### config.mk
export PLATFORM = sky130hd
export DESIGN_NAME = timer_regif
export DESIGN_NICKNAME = d
export VERILOG_FILES = /design/src/rtl/tmr_pkg.sv /design/src/rtl/tmr_decode.sv /design/src/rtl/tmr_counter.sv /design/src/rtl/tmr_status.sv /design/src/rtl/timer_regif.sv
export SDC_FILE = /design/constraint.sdc
export NUM_CORES = 1
export LEC_CHECK = 0
export BUFFER_PORTS_ARGS = -buffer_cell sky130_fd_sc_hd__buf_2
export CAP_MARGIN = 15
export CORE_AREA = 2 2 722 724
export CTS_CLUSTER_DIAMETER = 50
export CTS_CLUSTER_SIZE = 14
export DETAILED_ROUTE_END_ITERATION = 8
export DIE_AREA = 0 0 724 726
export PLACE_DENSITY_LB_ADDON = 0.2
export SLEW_MARGIN = 40
export SYNTH_ARGS = -nofsm -noshare
export SYNTH_HDL_FRONTEND = slang
export SYNTH_SLANG_ARGS = --single-unit
### constraint.sdc
create_clock -name clk_i -period 7 [get_ports clk_i]
set_input_delay 0.7 -clock clk_i [delete_from_list [all_inputs] [get_ports clk_i]]
set_output_delay 0.7 -clock clk_i [all_outputs]
set_load 0.02 [all_outputs]
### src/rtl/tmr_pkg.sv
package tmr_pkg;
  typedef enum logic [2:0] {G_NONE, G_CAP, G_CFG, G_ISR, G_CNT, G_CH} sel_e;
  typedef enum logic [1:0] {CH_CFG = 2'd0, CH_CMP = 2'd1, CH_MSG = 2'd2, CH_NONE = 2'd3} ch_reg_e;

  localparam int OFF_CAP     = 'h000;
  localparam int OFF_CFG     = 'h010;
  localparam int OFF_ISR     = 'h020;
  localparam int OFF_CNT     = 'h0F0;
  localparam int OFF_CH      = 'h100;
  localparam int CH_STRIDE   = 'h20;
  localparam int CFG_EN_BIT  = 0;
  localparam int CFG_LEG_BIT = 1;
endpackage

### src/rtl/tmr_decode.sv
module tmr_decode
  import tmr_pkg::*;
#(
  parameter int NCH    = 8,
  parameter int ADDR_W = 12,
  parameter int CH_W   = 3
) (
  input  logic              valid_i,
  input  logic [ADDR_W-1:0] addr_i,
  input  logic [3:0]        size_i,
  input  logic [63:0]       wdata_i,
  output logic              ok_o,
  output logic              hi_o,
  output logic              half_o,
  output sel_e              sel_o,
  output logic [CH_W-1:0]   ch_idx_o,
  output ch_reg_e           ch_reg_o,
  output logic [63:0]       mask_o,
  output logic [63:0]       data_o
);
  localparam logic [ADDR_W-1:0] CH_LO = ADDR_W'(OFF_CH);
  localparam logic [ADDR_W-1:0] CH_HI = ADDR_W'(OFF_CH + NCH * CH_STRIDE);

  logic              size_ok, align_ok;
  logic [ADDR_W-1:0] qaddr, rel;

  always_comb begin
    size_ok  = (size_i == 4'd4) || (size_i == 4'd8);
    align_ok = (size_i == 4'd8) ? (addr_i[2:0] == 3'b000) : (addr_i[1:0] == 2'b00);
    ok_o     = valid_i && size_ok && align_ok;
    half_o   = (size_i == 4'd4);
    hi_o     = half_o && addr_i[2];
    if (!half_o)   begin mask_o = '1;                     data_o = wdata_i;                 end
    else if (hi_o) begin mask_o = {32'hFFFF_FFFF, 32'h0}; data_o = {wdata_i[31:0], 32'h0};  end
    else           begin mask_o = {32'h0, 32'hFFFF_FFFF}; data_o = {32'h0, wdata_i[31:0]};  end

    qaddr    = {addr_i[ADDR_W-1:3], 3'b000};
    rel      = qaddr - CH_LO;
    ch_idx_o = rel[5 +: CH_W];
    ch_reg_o = ch_reg_e'(rel[4:3]);
    sel_o    = G_NONE;
    if      (qaddr == ADDR_W'(OFF_CAP)) sel_o = G_CAP;
    else if (qaddr == ADDR_W'(OFF_CFG)) sel_o = G_CFG;
    else if (qaddr == ADDR_W'(OFF_ISR)) sel_o = G_ISR;
    else if (qaddr == ADDR_W'(OFF_CNT)) sel_o = G_CNT;
    else if (qaddr >= CH_LO && qaddr < CH_HI && ch_reg_o != CH_NONE) sel_o = G_CH;
  end
endmodule

### src/rtl/tmr_counter.sv
module tmr_counter #(
  parameter int CNT_W = 32
) (
  input  logic             clk_i,
  input  logic             rst_ni,
  input  logic             en_i,
  input  logic             tick_i,
  input  logic             ld_i,
  input  logic [CNT_W-1:0] ld_val_i,
  output logic [CNT_W-1:0] cnt_o
);
  always_ff @(posedge clk_i or negedge rst_ni) begin
    if (!rst_ni)              cnt_o <= '0;
    else if (ld_i)            cnt_o <= ld_val_i;
    else if (en_i && tick_i)  cnt_o <= cnt_o + CNT_W'(1);
  end
endmodule

### src/rtl/tmr_status.sv
module tmr_status #(
  parameter int NCH = 8
) (
  input  logic           clk_i,
  input  logic           rst_ni,
  input  logic [NCH-1:0] set_i,
  input  logic           clr_en_i,
  input  logic [NCH-1:0] clr_i,
  output logic [NCH-1:0] isr_o
);
  logic [NCH-1:0] clr_eff;
  assign clr_eff = clr_en_i ? clr_i : '0;

  // set beats clear so a fresh event is never lost
  always_ff @(posedge clk_i or negedge rst_ni) begin
    if (!rst_ni) isr_o <= '0;
    else         isr_o <= (isr_o & ~clr_eff) | set_i;
  end
endmodule

### src/rtl/timer_regif.sv
module timer_regif
  import tmr_pkg::*;
#(
  parameter int          NCH       = 8,
  parameter int          ADDR_W    = 12,
  parameter int          CNT_W     = 32,
  parameter logic [15:0] VENDOR_ID = 16'h8086,
  parameter logic [31:0] PERIOD_FS = 32'd100_000_000
) (
  input  logic                clk_i,
  input  logic                rst_ni,
  input  logic                tick_i,
  input  logic                req_valid_i,
  input  logic                req_write_i,
  input  logic [ADDR_W-1:0]   req_addr_i,
  input  logic [3:0]          req_size_i,
  input  logic [63:0]         req_wdata_i,
  output logic                rd_valid_o,
  output logic [63:0]         rd_data_o,
  output logic [CNT_W-1:0]    counter_o,
  output logic                cnt_en_o,
  output logic                restart_o,
  input  logic [NCH-1:0]      ch_irq_set_i,
  output logic [NCH-1:0]      isr_o,
  output logic [NCH-1:0]      ch_wr_o,
  output logic [1:0]          ch_reg_o,
  output logic [63:0]         ch_wdata_o,
  output logic [63:0]         ch_wmask_o,
  input  logic [NCH*3*64-1:0] ch_rdata_i
);
  localparam int          CH_W = (NCH > 1) ? $clog2(NCH) : 1;
  localparam logic [63:0] CAP  = {PERIOD_FS, VENDOR_ID, 3'b000, 5'(NCH - 1), 8'h01};

  logic            ok, hi, half;
  sel_e            sel;
  logic [CH_W-1:0] ch_idx;
  ch_reg_e         ch_reg;
  logic [63:0]     mask, data;

  tmr_decode #(.NCH(NCH), .ADDR_W(ADDR_W), .CH_W(CH_W)) u_dec (
    .valid_i (req_valid_i), .addr_i (req_addr_i), .size_i (req_size_i),
    .wdata_i (req_wdata_i), .ok_o (ok), .hi_o (hi), .half_o (half),
    .sel_o (sel), .ch_idx_o (ch_idx), .ch_reg_o (ch_reg),
    .mask_o (mask), .data_o (data)
  );

  logic wr_ok, rd_req;
  assign wr_ok  = ok && req_write_i;
  assign rd_req = req_valid_i && !req_write_i;

  // configuration
  logic [63:0] cfg_q, cfg_d;
  logic        cfg_wr, cnt_wr, en_next;
  assign cfg_wr = wr_ok && (sel == G_CFG);
  assign cnt_wr = wr_ok && (sel == G_CNT);

  always_comb begin
    cfg_d = (cfg_q & ~mask) | (data & mask);
    cfg_d[CFG_LEG_BIT] = 1'b0;
    en_next = cfg_wr ? cfg_d[CFG_EN_BIT] : cfg_q[CFG_EN_BIT];
  end

  always_ff @(posedge clk_i or negedge rst_ni) begin
    if (!rst_ni) begin
      cfg_q     <= '0;
      restart_o <= 1'b0;
    end else begin
      if (cfg_wr) cfg_q <= cfg_d;
      restart_o <= (en_next && !cfg_q[CFG_EN_BIT]) || (cnt_wr && cfg_q[CFG_EN_BIT]);
    end
  end
  assign cnt_en_o = cfg_q[CFG_EN_BIT];

  // main counter
  logic [CNT_W-1:0] ld_val;
  assign ld_val = (counter_o & ~mask[CNT_W-1:0]) | (data[CNT_W-1:0] & mask[CNT_W-1:0]);

  tmr_counter #(.CNT_W(CNT_W)) u_cnt (
    .clk_i (clk_i), .rst_ni (rst_ni), .en_i (cnt_en_o), .tick_i (tick_i),
    .ld_i (cnt_wr), .ld_val_i (ld_val), .cnt_o (counter_o)
  );

  // interrupt status
  tmr_status #(.NCH(NCH)) u_isr (
    .clk_i (clk_i), .rst_ni (rst_ni), .set_i (ch_irq_set_i),
    .clr_en_i (wr_ok && (sel == G_ISR)), .clr_i (data[NCH-1:0] & mask[NCH-1:0]),
    .isr_o (isr_o)
  );

  // channel write forwarding
  for (genvar g = 0; g < NCH; g++) begin : g_chwr
    assign ch_wr_o[g] = wr_ok && (sel == G_CH) && (ch_idx == CH_W'(g));
  end
  assign ch_reg_o   = ch_reg;
  assign ch_wdata_o = data;
  assign ch_wmask_o = mask;

  // read mux
  logic [63:0] rmux, rlane;
  always_comb begin
    unique case (sel)
      G_CAP:   rmux = CAP;
      G_CFG:   rmux = cfg_q;
      G_ISR:   rmux = 64'(isr_o);
      G_CNT:   rmux = 64'(counter_o);
      G_CH:    rmux = ch_rdata_i[(int'(ch_idx) * 3 + int'(ch_reg)) * 64 +: 64];
      default: rmux = '0;
    endcase
    if (!half)   rlane = rmux;
    else if (hi) rlane = {32'h0, rmux[63:32]};
    else         rlane = {32'h0, rmux[31:0]};
  end

  always_ff @(posedge clk_i or negedge rst_ni) begin
    if (!rst_ni) begin
      rd_valid_o <= 1'b0;
      rd_data_o  <= '0;
    end else begin
      rd_valid_o <= rd_req;
      if (rd_req) rd_data_o <= ok ? rlane : 64'h0;
    end
  end
endmodule

Word level (Yosys, flattened, before mapping). Index checks and enable logic that the tools add are counted.

Flip-flop bits (word level): 169. Logic and storage cells: 92. Output and inout bits: 245. Input bits: 1629.

Multipliers: 1. Add/subtract/negate cells: 3. Magnitude comparators: 2. Equality and inequality tests: 18. Muxes and demuxes: 18. Reductions and logical operators: 31. Bitwise logic cells: 12. Shift operators: 1.

Operator list (number): 1536-bit by 13-bit indexed part select with 64-bit output (1); 64-bit two-way mux (6); 64-bit one-hot mux with 5 select lines (1); 64-bit AND (2); 32-bit two-way mux (3); 32-bit AND (2); 64-bit inverter (1); 64-bit bitwise OR (1); 32-bit by 1-bit adder with 32-bit output (second input constant) (1); 32-bit inverter (1); 32-bit bitwise OR (1); 1-bit logical AND (22); 3-bit equality test (second input constant) (6); 8-bit AND (2); 3-bit two-way mux (5); 3-bit by 2-bit equality test with 1-bit output (second input constant) (4); 12-bit by 9-bit greater-or-equal comparator with 1-bit output (second input constant) (1); 12-bit by 10-bit < comparator with 1-bit output (second input constant) (1); 9-bit by 2-bit equality test with 1-bit output (second input constant) (1); 9-bit by 3-bit equality test with 1-bit output (second input constant) (1); 9-bit by 5-bit equality test with 1-bit output (second input constant) (1); 9-bit logical NOT (1); 8-bit two-way mux (1); 8-bit inverter (1); other kinds (14) (19).

Logic depth before layout (Yosys ltp).
Depth after elaboration: 14. Mapped depth: 13. Mapped depth without buffers: 10.

Hierarchy. Synthesis repeated with hierarchy kept, for this count alone.

Cell total of the unflattened synthesis: 2149. Area, all modules: 23442.5 sq um.

Modules (own cells, without submodules): timer_regif (instances 1, cells each 1682, seq. area each 3228.1 sq um, area each 19700.1 sq um); tmr_counter (instances 1, cells each 216, seq. area each 800.8 sq um, area each 1935.6 sq um); tmr_decode (instances 1, cells each 226, seq. area each 0.0 sq um, area each 1508.9 sq um); tmr_status (instances 1, cells each 25, seq. area each 200.2 sq um, area each 297.8 sq um).

Worst setup path before layout. OpenSTA, ideal clock, no wires.

Path kind: input to register. Start: in req_addr_i[4]. End: reg rd_data_o[9]. Stages on the path: 12. Arrival: 3.754 ns. Setup time: 0.121 ns. Required time: 6.879 ns. Path slack: 3.125 ns. Buffers on the path: 3. Path through: fa_1 > ha_1 > fa_1 > buf_4 > buf_2 > buf_1 > mux4_2 > mux2i_1 > a21oi_1 > a21oi_1 > o211ai_1 > a22o_1.

Longest elaborated chain between the ends: 13. Elaborated cells between the ends (all ways): 27. Classes of those cells: add/sub: 2; mul: 1; order compare: 2; eq/ne: 9; shift: 1; mux: 9; reduce/logical: 3.

Ends and longest elaborated chain: start: declaration (line timer_regif.sv:15) `input logic [ADDR_W-1:0] req_addr_i,`; parallel branches: the longest is 9 deep, another holds 8-bit by 1-bit subtractor with 8-bit output; 64-bit one-hot mux with 5 select lines (*) (line timer_regif.sv:101) `unique case (sel)`; 32-bit two-way mux (line timer_regif.sv:110) `else if (hi) rlane = {32'h0, rmux[63:32]};`; 64-bit two-way mux (*) (line timer_regif.sv:109) `if (!half) rlane = rmux;`; 64-bit two-way mux (*) (line timer_regif.sv:120) `if (rd_req) rd_data_o <= ok ? rlane : 64'h0;`; end signal: assignment (line timer_regif.sv:120); end: declaration (line timer_regif.sv:19) `output logic [63:0] rd_data_o,`.

Mark *: on every way between the ends. A chain may end at the register's enable or synchronous reset.

Final worst setup path.
Start: in req_addr_i[5]. End: reg rd_data_o[14].

Longest elaborated chain between the ends: 13. Elaborated cells between the ends (all ways): 26. Classes of those cells: add/sub: 2; mul: 1; order compare: 2; eq/ne: 8; shift: 1; mux: 9; reduce/logical: 3.

Ends and longest elaborated chain (line): parallel branches: the longest is 9 deep, another holds 8-bit by 1-bit subtractor with 8-bit output; 64-bit one-hot mux with 5 select lines (*) (timer_regif.sv:101); 32-bit two-way mux (timer_regif.sv:110); 64-bit two-way mux (*) (timer_regif.sv:109); 64-bit two-way mux (*) (timer_regif.sv:120).

Marks and branches as above.

==> out/summary.txt <==
IO Pins = 1874
Largest cells by area after synthesis = mux4_2 (32%), dfrtp_1 (19%), mux2i_1 (10%)
MaxCap Viol Count = 0
Main flop type after synthesis = dfrtp_1
Routed len/inst = 36.7 µm
Post-Syn Area per Cell = 10.8 µm²
#FFs+latches synth = 169
Vias per inst = 2.79
Post-synth EDFFs = 0
First-pass GRT wire length = 473 mm
Critical Path Sink Type = register
Clock latency on the worst-skew pair = 0.57 ns
Num CTS Buffers = 25
Yosys top cell area share = 32.5%
Final Worst Setup Slack = 1.82 ns
R2R cell count = 7
Synth Warn # = 0
Clock sinks = 169
Row count = 265
Final Critical Period = 5.18 ns
Leading area contributor after synthesis = mux4_2
Hold_buf cts = 0
Drt first pass iters = 8
Worst Skew = 0.0460 ns
Die height = 726 µm
Tot GR Track Use = 14.7%
Pint = 3.39 mW
Clk root buf = clkbuf_16
Slew Limit Headroom = 28.6%
Initial Util = 4.36%
Syn Nets = 3739
Worst hold path type = in2async
Drt drc = 0
Async SR Flop Fraction = 100%
Post-Syn Instances = 2098
GPL Wtd Cong = 0.939
Final setup fails = 0
DP Wirelength = 368 mm
CTS tree = done
Psw = 3.39 mW
CTS resizes = 0
Critical path startpoint category = input pin
Slew Limit Fails = 0
H-tree Lvls = 4
Placed insts = 10800
Pre-CTS setup slack = 0.943 ns
Final nets = 5521
Power share of the sequential group = 14.4%
Final Hold Viols = 0
Area grow syn2layout = 87.9%
Combinational share of power = 66.4%
Post-DRT Antenna Nets = 0
Number of fill cells = 60900
Sw Share = 50.0%
Port Buf Inserts = 1873
Worst-margin pin slew = 1.04 ns
Vias = 30600
Final core utilization = 8.20%
Routed WL = 403 mm
Grt ovf = 0
Kind of critical path = in2reg
RSZ-0062 raised after global routing = no
Final Cycle Share = 74.1%
Status = finished clean
Unique cell type count in the Yosys netlist = 68
PwrDens = 159 nW/µm²
CP max FO = 79
Initial antenna violation count = 448
DRT iter0 DRCs = 2424
Layout cells sized above 1 = 67.6%
Mapped Area = 22600 µm²
Largest net degree at the start of global routing = 99
Clock Power Share = 19.2%
Core Region = 519000 µm²
Leakage = 17.0 nW
Setup tns final = 0 ns
Worst EP arrival = 5.64 ns
Post-route non-filler standard cell count = 11000
Fmax = 0.193 GHz
Die width = 724 µm
DIE AREA = 526000 µm²
Vias in the first global route = 30300
Critical path data required time = 7.45 ns
Number of setup buffers added after CTS = 0
Sequential share of the synthesized area = 18.7%
Clock tree buffer depth = 3
Worst vdd ir = 138 µV
Clock Pin Slew Worst Setup and Hold Paths = 0.09 ns
[cell families (layout without fill, tap and decap cells)]
family | Yosys count | in the layout | synth area share [%]
compound gates | 475 | 475 | 15.1
xor+xnor | 1 | 1 | 0.0387
fa+ha+maj | 12 | 12 | 0.730
buf+inv | 286 | 2074 | 6.84
flops | 169 | 169 | 18.7
mux | 670 | 670 | 48.3
other cells | 0 | 160 | 0
simple gates | 485 | 485 | 10.4
[cells in the mapped netlist (all sizes together), types with 9 or more instances]
| library cell | n |
|---|---|
| a21oi | 76 |
| clkbuf | 96 |
| mux2 | 110 |
| o21a | 14 |
| o221a | 10 |
| a32o | 10 |
| nand2 | 190 |
| dfrtp | 169 |
| buf | 179 |
| a32oi | 11 |
| nand2b | 10 |
| a31oi | 15 |
| mux2i | 234 |
| nor4 | 18 |
| a211oi | 21 |
| nand3 | 63 |
| inv | 11 |
| a22o | 72 |
| a22oi | 40 |
| mux4 | 326 |
| o32ai | 10 |
| and2 | 46 |
| o31ai | 9 |
| nor3 | 42 |
| nor2b | 16 |
| o21ai | 83 |
| a21o | 9 |
| nor2 | 58 |
| a221oi | 12 |
| o22ai | 17 |
| ha | 10 |
| and3 | 18 |
[path summary, 6_finish.rpt]
check	start	endpoint	slack [ns]
worst max-delay path	req_addr_i[5]	rd_data_o[14]$_DFFE_PN0P_	1.82
worst min-delay path	rst_ni	rd_valid_o$_DFF_PN0_	0.11
worst max register to register	register	register	3.65
worst min register to register	rd_data_o[40]$_DFFE_PN0P_	rd_data_o[40]$_DFFE_PN0P_	0.49
max in group asynchronous	rst_ni	rd_data_o[0]$_DFFE_PN0P_	5.55
min in group clk_i	ch_irq_set_i[2]	u_isr.isr_o[2]$_DFF_PN0_	0.34
[metal layers]
| layer | part of all wire (%) | vias up | GRT usage (%) |
|---|---|---|---|
| li1 | - | 12200 | - |
| met1 | 44 | 15500 | 19.6 |
| met2 | 46 | 2074 | 24.5 |
| met3 | 6.9 | 689 | 3.34 |
| met4 | 2.4 | 114 | 2.22 |
| met5 | 0.19 | - | 0 |
[power groups by stage]
| stage | Clock, mW | Sequential [mW] | Combinational (mW) |
|---|---|---|---|
| floorplan | 0 | 0.997 | 1.84 |
| global placement | 0 | 0.996 | 4.63 |
| detailed placement | 0 | 0.996 | 4.73 |
| CTS | 1.36 | 0.977 | 4.74 |
| global route | 1.37 | 0.977 | 4.80 |
| finish | 1.30 | 0.977 | 4.50 |
[through the flow]
stage / hold WS (ns) / cell area [µm²] / power (mW)
finish: 0.110 / 42500 / 6.77
global route: 0.159 / 42200 / 7.14
CTS: 0.149 / 42100 / 7.08
detailed placement: 0.471 / 41300 / 5.73
global placement: 0.472 / 40800 / 5.63
floorplan: 0.404 / 22600 / 2.84
[cells in the final DEF (no fill, tap or decap), types with 11 or more instances in the layout]
cell type  netlist  routed
nor3_1          40      35
nand2_1        190     188
mux2_2         110     110
and3_1          18      16
o21ai_0         82      70
o21ai_1          1      12
nand3_1         63      61
a32oi_1         11      11
clkbuf_16        0      25
mux2i_2          0      33
a211oi_1        21      17
a21oi_1         76      74
nor2b_1         16      11
diode_2          0     160
o21a_1          14      14
nor4_1          16      14
mux2i_1        234     197
a22o_1          72      72
dfrtp_1        169     169
mux4_2         326     326
a22oi_1         40      40
o22ai_1         17      12
and2_1          44      42
a31oi_1         15      13
buf_2           67    1871
buf_4           96     128
buf_12           0      17
nor2_1          58      50
[critical path, cell delays in order]
cell and delay [ns]:
buf_2 0.15, fa_1 0.52, ha_4 0.22, fa_4 0.97
buf_12 0.32, nor2_4 0.82, a22o_1 0.28, a221oi_1 0.10
buf_4 0.22, a211oi_4 0.45, o221ai_1 0.27, a32o_1 0.32
[layout make-up]
cell class | count | area (µm²) | share of cell area, %
multi-input combinational | 1643 | 17500 | 41.2
timing repair buffer | 2030 | 10900 | 25.7
tap | 6942 | 8690 | 20.4
sequential | 169 | 4230 | 9.95
clock buffer | 30 | 684 | 1.61
antenna | 160 | 400 | 0.942
clock inverter | 3 | 45.0 | 0.106
inverter | 11 | 43.8 | 0.103
(Power assumes the default switching activity.)
